===== src/rtl/pix_unpack_pkg.sv =====
package pix_unpack_pkg;
  localparam int PP_LANES  = 4;
  localparam int PP_LANE_W = 24;

  typedef enum logic [1:0] {
    FMT_RGB24 = 2'd0,
    FMT_RGB16 = 2'd1,
    FMT_RGB15 = 2'd2,
    FMT_IDX8  = 2'd3
  } fmt_e;

  typedef struct packed {
    fmt_e       fmt;
    logic [3:0] per_word;
  } mode_t;

  // pixels carried by one word for a format / ratio code pair
  function automatic logic [3:0] pixels_per_word(input fmt_e f, input logic [1:0] r);
    logic [3:0] n;
    case (r)
      2'd1:    n = 4'd4;
      2'd2:    n = (f == FMT_IDX8) ? 4'd8 : 4'd4;
      default: n = 4'd2;
    endcase
    return n;
  endfunction
endpackage


===== src/rtl/pix_mode_reg.sv =====
module pix_mode_reg
  import pix_unpack_pkg::*;
(
  input  logic       clk,
  input  logic       rst,
  input  logic       take,
  input  logic [1:0] cfg_fmt,
  input  logic [1:0] cfg_ratio,
  output mode_t      sel_mode,
  output mode_t      cur_mode
);
  mode_t cfg_mode;

  always_comb begin
    cfg_mode.fmt      = fmt_e'(cfg_fmt);
    cfg_mode.per_word = pixels_per_word(fmt_e'(cfg_fmt), cfg_ratio);
    sel_mode          = take ? cfg_mode : cur_mode;
  end

  always_ff @(posedge clk) begin
    if (rst) begin
      cur_mode.fmt      <= FMT_RGB24;
      cur_mode.per_word <= 4'd2;
    end else if (take) begin
      cur_mode <= cfg_mode;
    end
  end


  mode_hold_chk: assert property (@(posedge clk) disable iff (rst)
    !take |=> $stable(cur_mode));
endmodule


===== src/rtl/pix_strobe_gen.sv =====
module pix_strobe_gen #(
  parameter int LANES = pix_unpack_pkg::PP_LANES,
  localparam int PW = $clog2(2 * LANES)
) (
  input  logic          clk,
  input  logic          rst,
  input  logic [3:0]    per_word,
  output logic          load_q,
  output logic [PW-1:0] slot
);
  logic [PW-1:0] ph;
  logic [PW-1:0] last_slot;

  always_comb begin
    last_slot = PW'(per_word - 4'd1);
    slot      = load_q ? '0 : ph + 1'b1;
  end

  always_ff @(posedge clk) begin
    if (rst) begin
      ph     <= '0;
      load_q <= 1'b1;
    end else begin
      ph     <= slot;
      load_q <= (slot == last_slot);
    end
  end


  strobe_gap_chk: assert property (@(posedge clk) disable iff (rst)
    load_q |=> !load_q);
endmodule


===== src/rtl/pix_field_sel.sv =====
module pix_field_sel
  import pix_unpack_pkg::*;
#(
  parameter int LANES  = PP_LANES,
  parameter int LANE_W = PP_LANE_W,
  localparam int CH_W  = LANE_W / 3,
  localparam int PW    = $clog2(2 * LANES),
  localparam int LN_W  = $clog2(LANES)
) (
  input  logic [LANES*LANE_W-1:0] word,
  input  mode_t                   mode,
  input  logic [PW-1:0]           slot,
  output logic [LANE_W-1:0]       rgb,
  output logic [CH_W-1:0]         idx
);
  logic [LANE_W-1:0] lane [LANES];
  logic [LANE_W-1:0] sel;
  logic [LN_W-1:0]   lane_no;
  logic              two_per_lane;

  for (genvar g = 0; g < LANES; g++) begin : g_lane
    assign lane[g] = word[g*LANE_W +: LANE_W];
  end

  always_comb begin
    two_per_lane = (mode.fmt == FMT_IDX8) && (mode.per_word == 4'(2 * LANES));
    lane_no      = two_per_lane ? slot[LN_W:1] : slot[LN_W-1:0];
    sel          = lane[lane_no];
    rgb          = '0;
    idx          = '0;
    case (mode.fmt)
      FMT_RGB24: rgb = sel;
      FMT_RGB16: rgb = {sel[15:11], sel[15:13],
                        sel[10:5],  sel[10:9],
                        sel[4:0],   sel[4:2]};
      FMT_RGB15: rgb = {sel[14:10], sel[14:12],
                        sel[9:5],   sel[9:7],
                        sel[4:0],   sel[4:2]};
      default:   idx = (two_per_lane && slot[0]) ? sel[2*CH_W-1:CH_W]
                                                 : sel[3*CH_W-1:2*CH_W];
    endcase
  end
endmodule


===== src/rtl/pix_unpack.sv =====
module pix_unpack
  import pix_unpack_pkg::*;
#(
  parameter int LANES  = PP_LANES,
  parameter int LANE_W = PP_LANE_W,
  localparam int CH_W  = LANE_W / 3,
  localparam int PW    = $clog2(2 * LANES),
  localparam int WW    = LANES * LANE_W
) (
  input  logic            clk,
  input  logic            rst,
  input  logic [1:0]      cfg_fmt,
  input  logic [1:0]      cfg_ratio,
  input  logic [WW-1:0]   word_in,
  output logic            load_o,
  output logic            pix_valid_o,
  output logic [LANE_W-1:0] pix_rgb_o,
  output logic [CH_W-1:0]   pix_idx_o
);
  mode_t             sel_mode;
  mode_t             cur_mode;
  logic [PW-1:0]     slot;
  logic [WW-1:0]     held_word;
  logic [WW-1:0]     src_word;
  logic [LANE_W-1:0] nxt_rgb;
  logic [CH_W-1:0]   nxt_idx;

  pix_mode_reg u_mode (
    .clk       (clk),
    .rst       (rst),
    .take      (load_o),
    .cfg_fmt   (cfg_fmt),
    .cfg_ratio (cfg_ratio),
    .sel_mode  (sel_mode),
    .cur_mode  (cur_mode)
  );

  pix_strobe_gen #(.LANES(LANES)) u_strobe (
    .clk      (clk),
    .rst      (rst),
    .per_word (sel_mode.per_word),
    .load_q   (load_o),
    .slot     (slot)
  );

  assign src_word = load_o ? word_in : held_word;

  pix_field_sel #(.LANES(LANES), .LANE_W(LANE_W)) u_sel (
    .word (src_word),
    .mode (sel_mode),
    .slot (slot),
    .rgb  (nxt_rgb),
    .idx  (nxt_idx)
  );

  always_ff @(posedge clk) begin
    if (rst) begin
      held_word   <= '0;
      pix_valid_o <= 1'b0;
      pix_rgb_o   <= '0;
      pix_idx_o   <= '0;
    end else begin
      if (load_o) held_word <= word_in;
      pix_valid_o <= 1'b1;
      pix_rgb_o   <= nxt_rgb;
      pix_idx_o   <= nxt_idx;
    end
  end


  valid_sticky_chk: assert property (@(posedge clk) disable iff (rst)
    pix_valid_o |=> pix_valid_o);


  one_kind_chk: assert property (@(posedge clk) disable iff (rst)
    pix_valid_o |-> (pix_rgb_o == '0 || pix_idx_o == '0));


  idx_mode_chk: assert property (@(posedge clk) disable iff (rst)
    (pix_valid_o && cur_mode.fmt == FMT_IDX8) |-> pix_rgb_o == '0);


  per_word_chk: assert property (@(posedge clk) disable iff (rst)
    cur_mode.per_word == 4'd2 || cur_mode.per_word == 4'd4 ||
    (cur_mode.per_word == 4'd8 && cur_mode.fmt == FMT_IDX8));
endmodule


===== config.mk =====
export PLATFORM = sky130hd
export DESIGN_NAME = pix_unpack
export DESIGN_NICKNAME = d
export VERILOG_FILES = /design/src/rtl/pix_unpack_pkg.sv /design/src/rtl/pix_mode_reg.sv /design/src/rtl/pix_strobe_gen.sv /design/src/rtl/pix_field_sel.sv /design/src/rtl/pix_unpack.sv
export SDC_FILE = /design/constraint.sdc
export NUM_CORES = 1
export LEC_CHECK = 0
export BUFFER_PORTS_ARGS = -buffer_cell sky130_fd_sc_hd__buf_2
export CORE_MARGIN = 2
export CORE_UTILIZATION = 40
export DETAILED_ROUTE_END_ITERATION = 8
export GPL_TIMING_DRIVEN = 0
export HOLD_SLACK_MARGIN = 0.12
export SYNTH_ARGS = -nofsm -noshare
export SYNTH_HDL_FRONTEND = slang
export SYNTH_SLANG_ARGS = --single-unit

===== constraint.sdc =====
create_clock -name clk -period 7.6 [get_ports clk]
set_clock_uncertainty 0.2 [all_clocks]
set_input_delay 1.52 -clock clk [delete_from_list [all_inputs] [get_ports clk]]
set_output_delay 1.52 -clock clk [all_outputs]
set_load 0.02 [all_outputs]

==> results.cfg, run 1 <==
[outcome]
outcome = complete, no violations

[sta]
min_period_ps = 5690
setup_viol = 0
fin_crit_sh_pct = 74.8
fin_setup_tns_ps = 0
drv_slew = 0
rsz0062_at_grt = no
hold_violations = 0
slew_headroom_pct = 34.8
worstMarginPinSlew_ps = 954
max_freq_mhz = 176

[power]
p_seq_share_pct = 39.0
pwr-share-comb_pct = 23.2
powerDensity_nw_per_um2 = 274
power.leakage_nw = 3.70
clock_power_share_pct = 37.8
ir_worst_vdd_mv = 0.155
p_sw_share_pct = 30.6
power_switching_mw = 0.658
p_int_mw = 1.49

[worst_setup_path]
critPathLaunchType = register
crit_required_ps = 7760
worstPathMaxFanout = 10
arrival_ps = 5840
crit_path_end_kind = register
critical_path_class = register to register

[global_routing]
track_usage_pct = 25.2
grt_pass1_wl_um = 31500
grt.met2_usage_pct = 41.1
grt-busiest-layer = met2
grt-ovfl-total = 0
grt_use_met3_pct = 6.60
grt_start_max_net_pins = 17
grt_pass1_vias = 5724
grtUsageMet1_pct = 33.2
antenna_found_initial = 0

[floorplan]
initial_core_util_pct = 41.4
chipWidth_um = 130
design.die.area_sq_um = 16900
core_sq_um = 15300
num_rows = 45
io_pins = 136
fp.dieH_um = 130

[route]
drt_wl_total_um = 20800
via_per_inst = 5.37
ant_nets = 0
vias = 5667
drc_errors = 0
routedWlPerCell_um = 19.7
drt-pass1-iter-count = 5
drtIter0Drc = 499

[clock_tree]
cts_tree = yes
cts.clk_slew.worst_paths_ps = 60
cts.root.buffer_cell = clkbuf_16
cts_resized = 0
cts_buffers = 17
holdBufCountCts = 0
htree_levels = 4
cts.sinks = 139
insertion_delay_ps = 440
clock_path_buffers = 2
post_cts_buffers = 0

[synthesis]
synth-adder-area-share_pct = 0.790
synth_warnings = 0
syn-cell-area_sq_um = 6330
synthTopCellsByArea = dfxtp_1 (44%), mux2i_1 (18%), nor2_1 (7.4%)
syn_avg_cell_area_sq_um = 9.34
synth_top_flop_cell = dfxtp_1
synthMuxAreaShare_pct = 20.8
syn-instance-count = 678
yosysUniqueCellTypes = 62
synth-xor-area-share_pct = 0.691
synth_seq_cells = 139
ys_async_sr_fraction_pct = 0
synth_edf_count = 0
synth_top_area_share_pct = 43.9
synth_top_family_by_area = multiplexers
synth_seq_area_share_pct = 43.9
yosysTopAreaCell = dfxtp_1
synth-compound-area-share_pct = 13.7
synth_nets = 784
synth-simple-area-share_pct = 15.6

[placed_design]
place.gp.congestion = 0.902
dp_hpwl_um = 15800
portBuffers = 134
dp.cells = 1023

[finish]
layout.nets = 937
mostFrequentLayoutCell = buf_2
fin_util_pct = 51.2
n_antenna_cell = 0
fill_cells = 1463
fin_cells = 1055
syn2layout_area_growth_pct = 23.9
drive_gt1_share_pct = 23.8
final_cell_mix = buf_2 (145), dfxtp_1 (139), nor2_1 (125), mux2i_1 (117), nand2_1 (43)

[flow_run]
maxCapViolCount = 0

[hold_path]
hp-class = register to register
-- Yosys cell counts, drive strengths merged (5+ instances only) --
library cell and n:
o211ai 9, nand2b 9, mux2i 117, clkbuf 27, and3 17, nand2 45, dfxtp 139, a211oi 18
nor2 125, nor3 5, a221o 10, o221ai 6, nand3 8, a221oi 5, inv 17, mux2 13
a21oi 16, o21ai 14, buf 19
-- kinds of logic after synthesis --
| logic type | Yosys count |
|---|---|
| mux | 130 |
| flops | 139 |
| xor+xnor | 5 |
| simple gates | 224 |
| buf+inv | 63 |
| fa+ha+maj | 4 |
| compound gates | 113 |
-- worst max-delay path, cell delays in order (launching register included) --
cell      delay (ps)
dfxtp_1          460
buf_2            320
buf_2            330
clkbuf_1         590
buf_1            610
mux2i_1          300
ha_1             290
nand2b_1         100
o21ai_0          470
o21a_1           340
clkbuf_1         500
a211oi_1         120
a221oi_1         550
o21ai_0          190
a21oi_1          220
-- state kept, by name, summed over array words and instances (netlist names) --
register / flops
held_word: 96
pix_idx_o: 8
pix_rgb_o: 24
pix_valid_o: 1
u_mode.cur_mode: 6
u_strobe.load_q: 1
u_strobe.ph: 3
-- power by group through the flow --
stage | combinational, mW | sequential [mW] | clock, mW
after CTS | 0.493 | 0.838 | 0.824
final | 0.499 | 0.838 | 0.814
after floorplan | 0.297 | 0.875 | 0
after global placement | 0.484 | 0.850 | 0
after global routing | 0.535 | 0.845 | 0.856
after detailed placement | 0.490 | 0.853 | 0
-- through the flow --
step | worst slack [ps] | power (mW) | hold slack (ps) | cell area, sq um
3_5_place_dp | 2000 | 1.34 | 272 | 7270
2_1_floorplan | 3340 | 1.17 | 244 | 6330
5_1_grt | 1470 | 2.24 | 300 | 7850
3_3_place_gp | 1970 | 1.33 | 265 | 7270
6_report | 1910 | 2.15 | 274 | 7850
4_1_cts | 1980 | 2.16 | 281 | 7850
-- final timing paths --
path	endpoint	slack (ps)	cells after the start	start
worst min-delay path	u_mode.cur_mode[1]$_SDFF_PP1_	270	2	u_mode.cur_mode[1]$_SDFF_PP1_
worst min register to register	u_mode.cur_mode[1]$_SDFF_PP1_	270	2	u_mode.cur_mode[1]$_SDFF_PP1_
worst max register to register	pix_idx_o[6]$_SDFF_PP0_	1910	14	u_strobe.load_q$_SDFF_PP1_
worst max-delay path	pix_idx_o[6]$_SDFF_PP0_	1910	14	u_strobe.load_q$_SDFF_PP1_
-- final cells by class --
class	instances	area, sq um	area share [%]
inverter	17	63.8	0.813
timing repair buffer	134	671	8.55
multi-input combinational	476	3270	41.6
clock inverter	12	123	1.56
buffer	46	220	2.81
tap	211	264	3.36
clock buffer	20	457	5.82
sequential	139	2780	35.5
-- per-layer routing --
layer	wire [um]	part of all wire, %
met1	9500	46
met2	9620	46
met3	1390	6.7
met4	247	1.2
met5	0	0
(Power assumes the default switching activity.)
==> inputs of run 2 (changes only) <==
--- a/config.mk
+++ b/config.mk
@@ -5,6 +5,7 @@
 export SDC_FILE = /design/constraint.sdc
 export NUM_CORES = 1
 export LEC_CHECK = 0
+export ABC_AREA = 1
 export BUFFER_PORTS_ARGS = -buffer_cell sky130_fd_sc_hd__buf_2
 export CORE_MARGIN = 2
 export CORE_UTILIZATION = 40
==> constraint.sdc (replaced) <==
create_clock -name clk -period 5.69 [get_ports clk]
set_clock_uncertainty 0.2 [all_clocks]
set_input_delay 1.138 -clock clk [delete_from_list [all_inputs] [get_ports clk]]
set_output_delay 1.138 -clock clk [all_outputs]
set_load 0.02 [all_outputs]
==> run 2 against run 1 <==
Cell count up 22%. First-iteration DRC count down 22%. Critical endpoint is now pix_rgb_o[13]$_SDFF_PP0_. Design area up 4.6%. Combinational power up 56%. Utilization up 0.25 points. Highest routed layer unchanged. Total power up 50%. Non-clock buffer count up 5. Critical path type unchanged.
==> results.cfg, run 2 <==
[route]
drc_errors = 0
drt_wl_total_um = 20500
drtIter0Drc = 391
vias = 6283
via_per_inst = 4.90
drt-pass1-iter-count = 6
routedWlPerCell_um = 16.0
ant_nets = 0

[power]
powerDensity_nw_per_um2 = 393
power.leakage_nw = 4.17
ir_worst_vdd_mv = 0.226
p_seq_share_pct = 34.6
p_sw_share_pct = 30.5
pwr-share-comb_pct = 24.1
clock_power_share_pct = 41.4
p_int_mw = 2.24
p_total_mw = 3.22
power_switching_mw = 0.984

[finish]
final_cell_mix = buf_2 (139), dfxtp_1 (139), nand3_1 (136), nand2_1 (115), nor2_1 (110)
layout.nets = 1160
drive_gt1_share_pct = 27.6
largest_register = held_word
fin_util_pct = 51.5
syn2layout_area_growth_pct = 25.1
n_antenna_cell = 0
largestRegisters = held_word: 96 flops, pix_rgb_o: 24 flops, pix_idx_o: 8 flops
largest_reg_flops = 96

[floorplan]
chipWidth_um = 132
initial_core_util_pct = 41.2
core_sq_um = 15900
fp.dieH_um = 132
design.die.area_sq_um = 17500
num_rows = 46
io_pins = 136

[global_routing]
antenna_found_initial = 1
track_usage_pct = 23.9
grt_pass1_wl_um = 32300
grt_pass1_vias = 6035
grt-ovfl-total = 0
grt_start_max_net_pins = 17

[synthesis]
synth_top_flop_cell = dfxtp_1
synth_seq_cells = 139
syn-cell-area_sq_um = 6560
yosysMostFrequentCell = dfxtp_1
synth_top_area_share_pct = 42.4
synth_common_cells = dfxtp_1 (139), nand3_1 (136), nand2_1 (115)
yosysTopAreaCell = dfxtp_1
synth_warnings = 0
synthTopCellsByArea = dfxtp_1 (42%), nand3_1 (10%), or2_2 (8.2%)
yosysUniqueCellTypes = 34
synth_nets = 1007
ys_async_sr_fraction_pct = 0
synth_seq_area_share_pct = 42.4
syn-instance-count = 901
syn_avg_cell_area_sq_um = 7.29
synth_edf_count = 0

[outcome]
outcome = complete, no violations

[worst_setup_path]
crit_required_ps = 5820
arrival_ps = 3920
rr_worst_depth = 17
crit_path_end_kind = register
cp_num_cells = 17
worstPathMaxFanout = 10
critPathBufInv = 7
cp_top_family = buffers and inverters
crit_chain = inv_2, buf_6, clkbuf_1, clkbuf_1, nand2_1, ha_1, inv_1, nor2_4, nand3_4, nand2_1, o21ai_4, buf_4, nand3_1, nand3_1, nand3_1, nand2_1, inv_1
max_stage_delay_ps = 570
critical_path_class = register to register
critPathLaunchType = register
cpMaxStageDelayCell = clkbuf_1

[clock_tree]
post_cts_buffers = 0
clock_path_buffers = 2
cts.clk_slew.worst_paths_ps = 60
htree_levels = 4
cts_resized = 0
cts_buffers = 17
cts.root.buffer_cell = clkbuf_16
insertion_delay_ps = 440
cts_tree = yes
cts.sinks = 139
holdBufCountCts = 0

[sta]
slew_headroom_pct = 35.4
drv_slew = 0
rsz0062_at_grt = no
min_period_ps = 3790
hold_ws_ps = 277
worstMarginPinSlew_ps = 961
fin_setup_tns_ps = 0
max_freq_mhz = 264
setup_viol = 0
hold_violations = 0
fin_crit_sh_pct = 66.7

[placed_design]
place.gp.congestion = 0.925
portBuffers = 134
dp_hpwl_um = 15300

[hold_path]
hp-class = register to register
whs_path_depth = 2

[flow_run]
maxCapViolCount = 0
## run 2: power by group through the flow
| stage | registers, mW | logic, mW | clock network, mW |
|---|---|---|---|
| 2_1_floorplan | 1.17 | 0.485 | 0 |
| 3_3_place_gp | 1.13 | 0.765 | 0 |
| 3_5_place_dp | 1.14 | 0.767 | 0 |
| 4_1_cts | 1.11 | 0.772 | 1.34 |
| 5_1_grt | 1.12 | 0.867 | 1.38 |
| 6_report | 1.11 | 0.776 | 1.33 |
## run 2: logic make-up after synthesis
logic type      count (synthesis)  synth area share [%]
compound gates                109                  8.96
xor+xnor                        4                 0.534
fa+ha+maj                       4                 0.763
buf+inv                       161                  10.3
flops                         139                  42.4
mux                            11                  1.68
simple gates                  473                  35.3
## run 2: stage by stage
step                      setup slack, ps  instances  instance area [sq um]
final                                1900       1283                   8210
after global routing                 1690       1283                   8210
after CTS                            1910       1283                   8210
after detailed placement             1630       1251                   7500
after global placement               1620       1251                   7500
after floorplan                      2280        901                   6560
## run 2: metal layers
| metal | vias to the layer above | GRT usage, % | wire length [um] |
|---|---|---|---|
| met2 | 211 | 36.9 | 8880 |
| met4 | 0 | 7.19 | 417 |
| met1 | 2885 | 33.6 | 10100 |
| met5 | - | 0 | 0 |
| li1 | 3157 | - | - |
| met3 | 30 | 5.15 | 1120 |
## run 2: final timing paths
kind                                                       to                           from  slack, ps
worst max-delay path                 pix_rgb_o[13]$_SDFF_PP0_     u_strobe.load_q$_SDFF_PP1_       1900
worst min-delay path            u_mode.cur_mode[1]$_SDFF_PP1_  u_mode.cur_mode[1]$_SDFF_PP1_        280
worst max register to register       pix_rgb_o[13]$_SDFF_PP0_     u_strobe.load_q$_SDFF_PP1_       1900
worst min register to register  u_mode.cur_mode[1]$_SDFF_PP1_  u_mode.cur_mode[1]$_SDFF_PP1_        280
## run 2: final cells by class
class	count	area, sq um
Fill cell	1636	7730
Multi-Input combinational cell	601	3100
Sequential cell	139	2780
Timing Repair Buffer	134	671
Clock buffer	18	439
Inverter	110	413
Tap cell	216	270
Clock inverter	14	265
Buffer	51	265
## run 2: worst register-to-register path: cells and delay by family (launching register included)
kind | cells | cell delay [ps]
AOI/OAI and AO/OA | 1 | 140
DFF | 1 | 360
buffers and inverters | 7 | 1630
and+or+nand+nor | 8 | 1080
adders and majority gates | 1 | 260
==> inputs of run 3 (changes only) <==
==> constraint.sdc (replaced) <==
create_clock -name clk -period 3.3 [get_ports clk]
set_clock_uncertainty 0.2 [all_clocks]
set_input_delay 0.66 -clock clk [delete_from_list [all_inputs] [get_ports clk]]
set_output_delay 0.66 -clock clk [all_outputs]
set_load 0.02 [all_outputs]
==> run 3 against run 2 <==
Via count rose by 0.65%. Register-to-register slack got worse by 1700 ps. Design area rose by 1.2%. Worst hold slack got worse by 7.4 ps. Critical path depth fell by 2. Clock power rose by 73%. Non-clock buffer count rose by 1. Fmax rose by 21%. Critical endpoint is now pix_rgb_o[17]$_SDFF_PP0_.
==> results.cfg, run 3 (synthesized netlist as in run 2, its figures left out) <==
[clock_tree]
insertion_delay_ps = 440
htree_levels = 4
cts.clk_slew.worst_paths_ps = 60
holdBufCountCts = 0
clock_path_buffers = 2
cts_tree = yes
cts.root.buffer_cell = clkbuf_16
cts_buffers = 17
cts.sinks = 139

[worst_setup_path]
critical_path_class = register to register
crit_required_ps = 3430
r2r_end = pix_rgb_o[17]$_SDFF_PP0_
critPathLaunchType = register
worstPathMaxFanout = 19
rrSetupSlack_ps = 180
rr_worst_depth = 15
crit_path_end_kind = register
arrival_ps = 3260
r2r_start = u_strobe.load_q$_SDFF_PP1_

[sta]
hold_violations = 0
max_freq_mhz = 320
worstMarginPinSlew_ps = 941
postLayoutSetupSlackWorst_ps = 176
fin_crit_sh_pct = 94.7
drv_slew = 0
slew_headroom_pct = 36.8
setup_viol = 0
min_period_ps = 3120

[global_routing]
grt_pass1_vias = 6031
grt_pass1_wl_um = 32200
grt_use_met3_pct = 5.07
grt_start_max_net_pins = 20
antenna_found_initial = 0
grt.met2_usage_pct = 37.2
grt-ovfl-total = 0
track_usage_pct = 23.8
grtUsageMet1_pct = 33.3
grt-busiest-layer = met2

[floorplan]
fp.dieH_um = 132
initial_core_util_pct = 41.2
core_sq_um = 15900
chipWidth_um = 132
num_rows = 46
io_pins = 136
design.die.area_sq_um = 17500

[finish]
fin_cells = 1284
largestRegisters = held_word: 96 flops, pix_rgb_o: 24 flops, pix_idx_o: 8 flops
largest_reg_flops = 96
final_cell_mix = buf_2 (138), dfxtp_1 (138), nand3_1 (131), nand2_1 (115), nor2_1 (109)
syn2layout_area_growth_pct = 26.6
layout.nets = 1161
multiInputGateArea_sq_um = 3180
drive_gt1_share_pct = 28.7
largest_register = held_word
fill_cells = 1632
ff_latch_area_sq_um = 2780
n_antenna_cell = 0
fin_util_pct = 52.1

[placed_design]
place.gp.congestion = 0.925
portBuffers = 134
dp_hpwl_um = 15300
pre_cts_slack_ps = -458
dp.cells = 1251

[route]
drt-pass1-iter-count = 5
routedWlPerCell_um = 15.9
drc_errors = 0
drtIter0Drc = 408
vias = 6324
drt_wl_total_um = 20400
via_per_inst = 4.93
ant_nets = 0

[hold_path]
hp-class = register to register
holdPathEnd = u_mode.cur_mode[1]$_SDFF_PP1_
whs_path_depth = 2
min_from = u_mode.cur_mode[1]$_SDFF_PP1_

[power]
power.leakage_nw = 4.20
powerDensity_nw_per_um2 = 671
ir_worst_vdd_mv = 0.398
p_total_mw = 5.57

[outcome]
outcome = complete, no violations

[flow_run]
maxCapViolCount = 0
## run 3: changes by cell type in the layout (fill, tap and decap cells not counted), sizes merged
cell,before,now
buf,151,154
clkbuf,52,50
## run 3: cell type report
type | count | area share (%)
Sequential cell | 139 | 33.5
Clock buffer | 18 | 5.29
Multi-Input combinational cell | 601 | 38.2
Buffer | 48 | 3.10
Clock inverter | 14 | 3.19
Tap cell | 216 | 3.25
Inverter | 110 | 4.97
Timing Repair Buffer | 138 | 8.44
## run 3: timing repair
item	CTS	global route
gates resized for setup	0	16
setup endpoints to repair	32	32
pin swaps	0	3
buffers inserted	0	4
## run 3: where the power goes
| part | switching, mW | leakage, nW | total, mW | internal (mW) |
|---|---|---|---|---|
| registers | 0.0480 | 1.15 | 1.92 | 1.87 |
| clock network | 0.780 | 0.337 | 2.30 | 1.52 |
| logic | 0.875 | 2.71 | 1.35 | 0.478 |
## run 3: per-layer routing
layer / vias up / wire [um]
met5: - / 0
met4: 0 / 309
li1: 3166 / -
met3: 26 / 1190
met2: 218 / 9020
met1: 2914 / 9900
## run 3: critical path, stage by stage, from the launching register on
cell	delay, ps
dfxtp_2	380
inv_2	60
buf_6	180
clkbuf_2	190
nand2_1	130
ha_1	200
inv_1	80
nor2_4	200
nand3_4	230
o21ai_4	310
buf_2	300
nand3_1	150
nand3_1	100
nand3_1	150
nand2_1	90
inv_1	40
## run 3: how the worst max path moves through the flow
stage                                    start                        to  slack [ps]
floorplan                         cfg_ratio[0]  pix_rgb_o[21]$_SDFF_PP0_         370
global route        u_strobe.load_q$_SDFF_PP1_   pix_idx_o[0]$_SDFF_PP0_         -10
global placement    u_strobe.load_q$_SDFF_PP1_  pix_rgb_o[13]$_SDFF_PP0_        -470
CTS                 u_strobe.load_q$_SDFF_PP1_  pix_rgb_o[10]$_SDFF_PP0_           9
detailed placement  u_strobe.load_q$_SDFF_PP1_  pix_rgb_o[13]$_SDFF_PP0_        -460
finish              u_strobe.load_q$_SDFF_PP1_  pix_rgb_o[17]$_SDFF_PP0_         180
## run 3: through the flow
| step | instance area, sq um | TNS, ps | hold WS (ps) |
|---|---|---|---|
| 4_1_cts | 8200 | 0 | 283 |
| 6_report | 8310 | 0 | 269 |
| 5_1_grt | 8310 | -15.6 | 292 |
| 2_1_floorplan | 6560 | 0 | 231 |
| 3_5_place_dp | 7500 | -11540 | 265 |
| 3_3_place_gp | 7500 | -11420 | 264 |
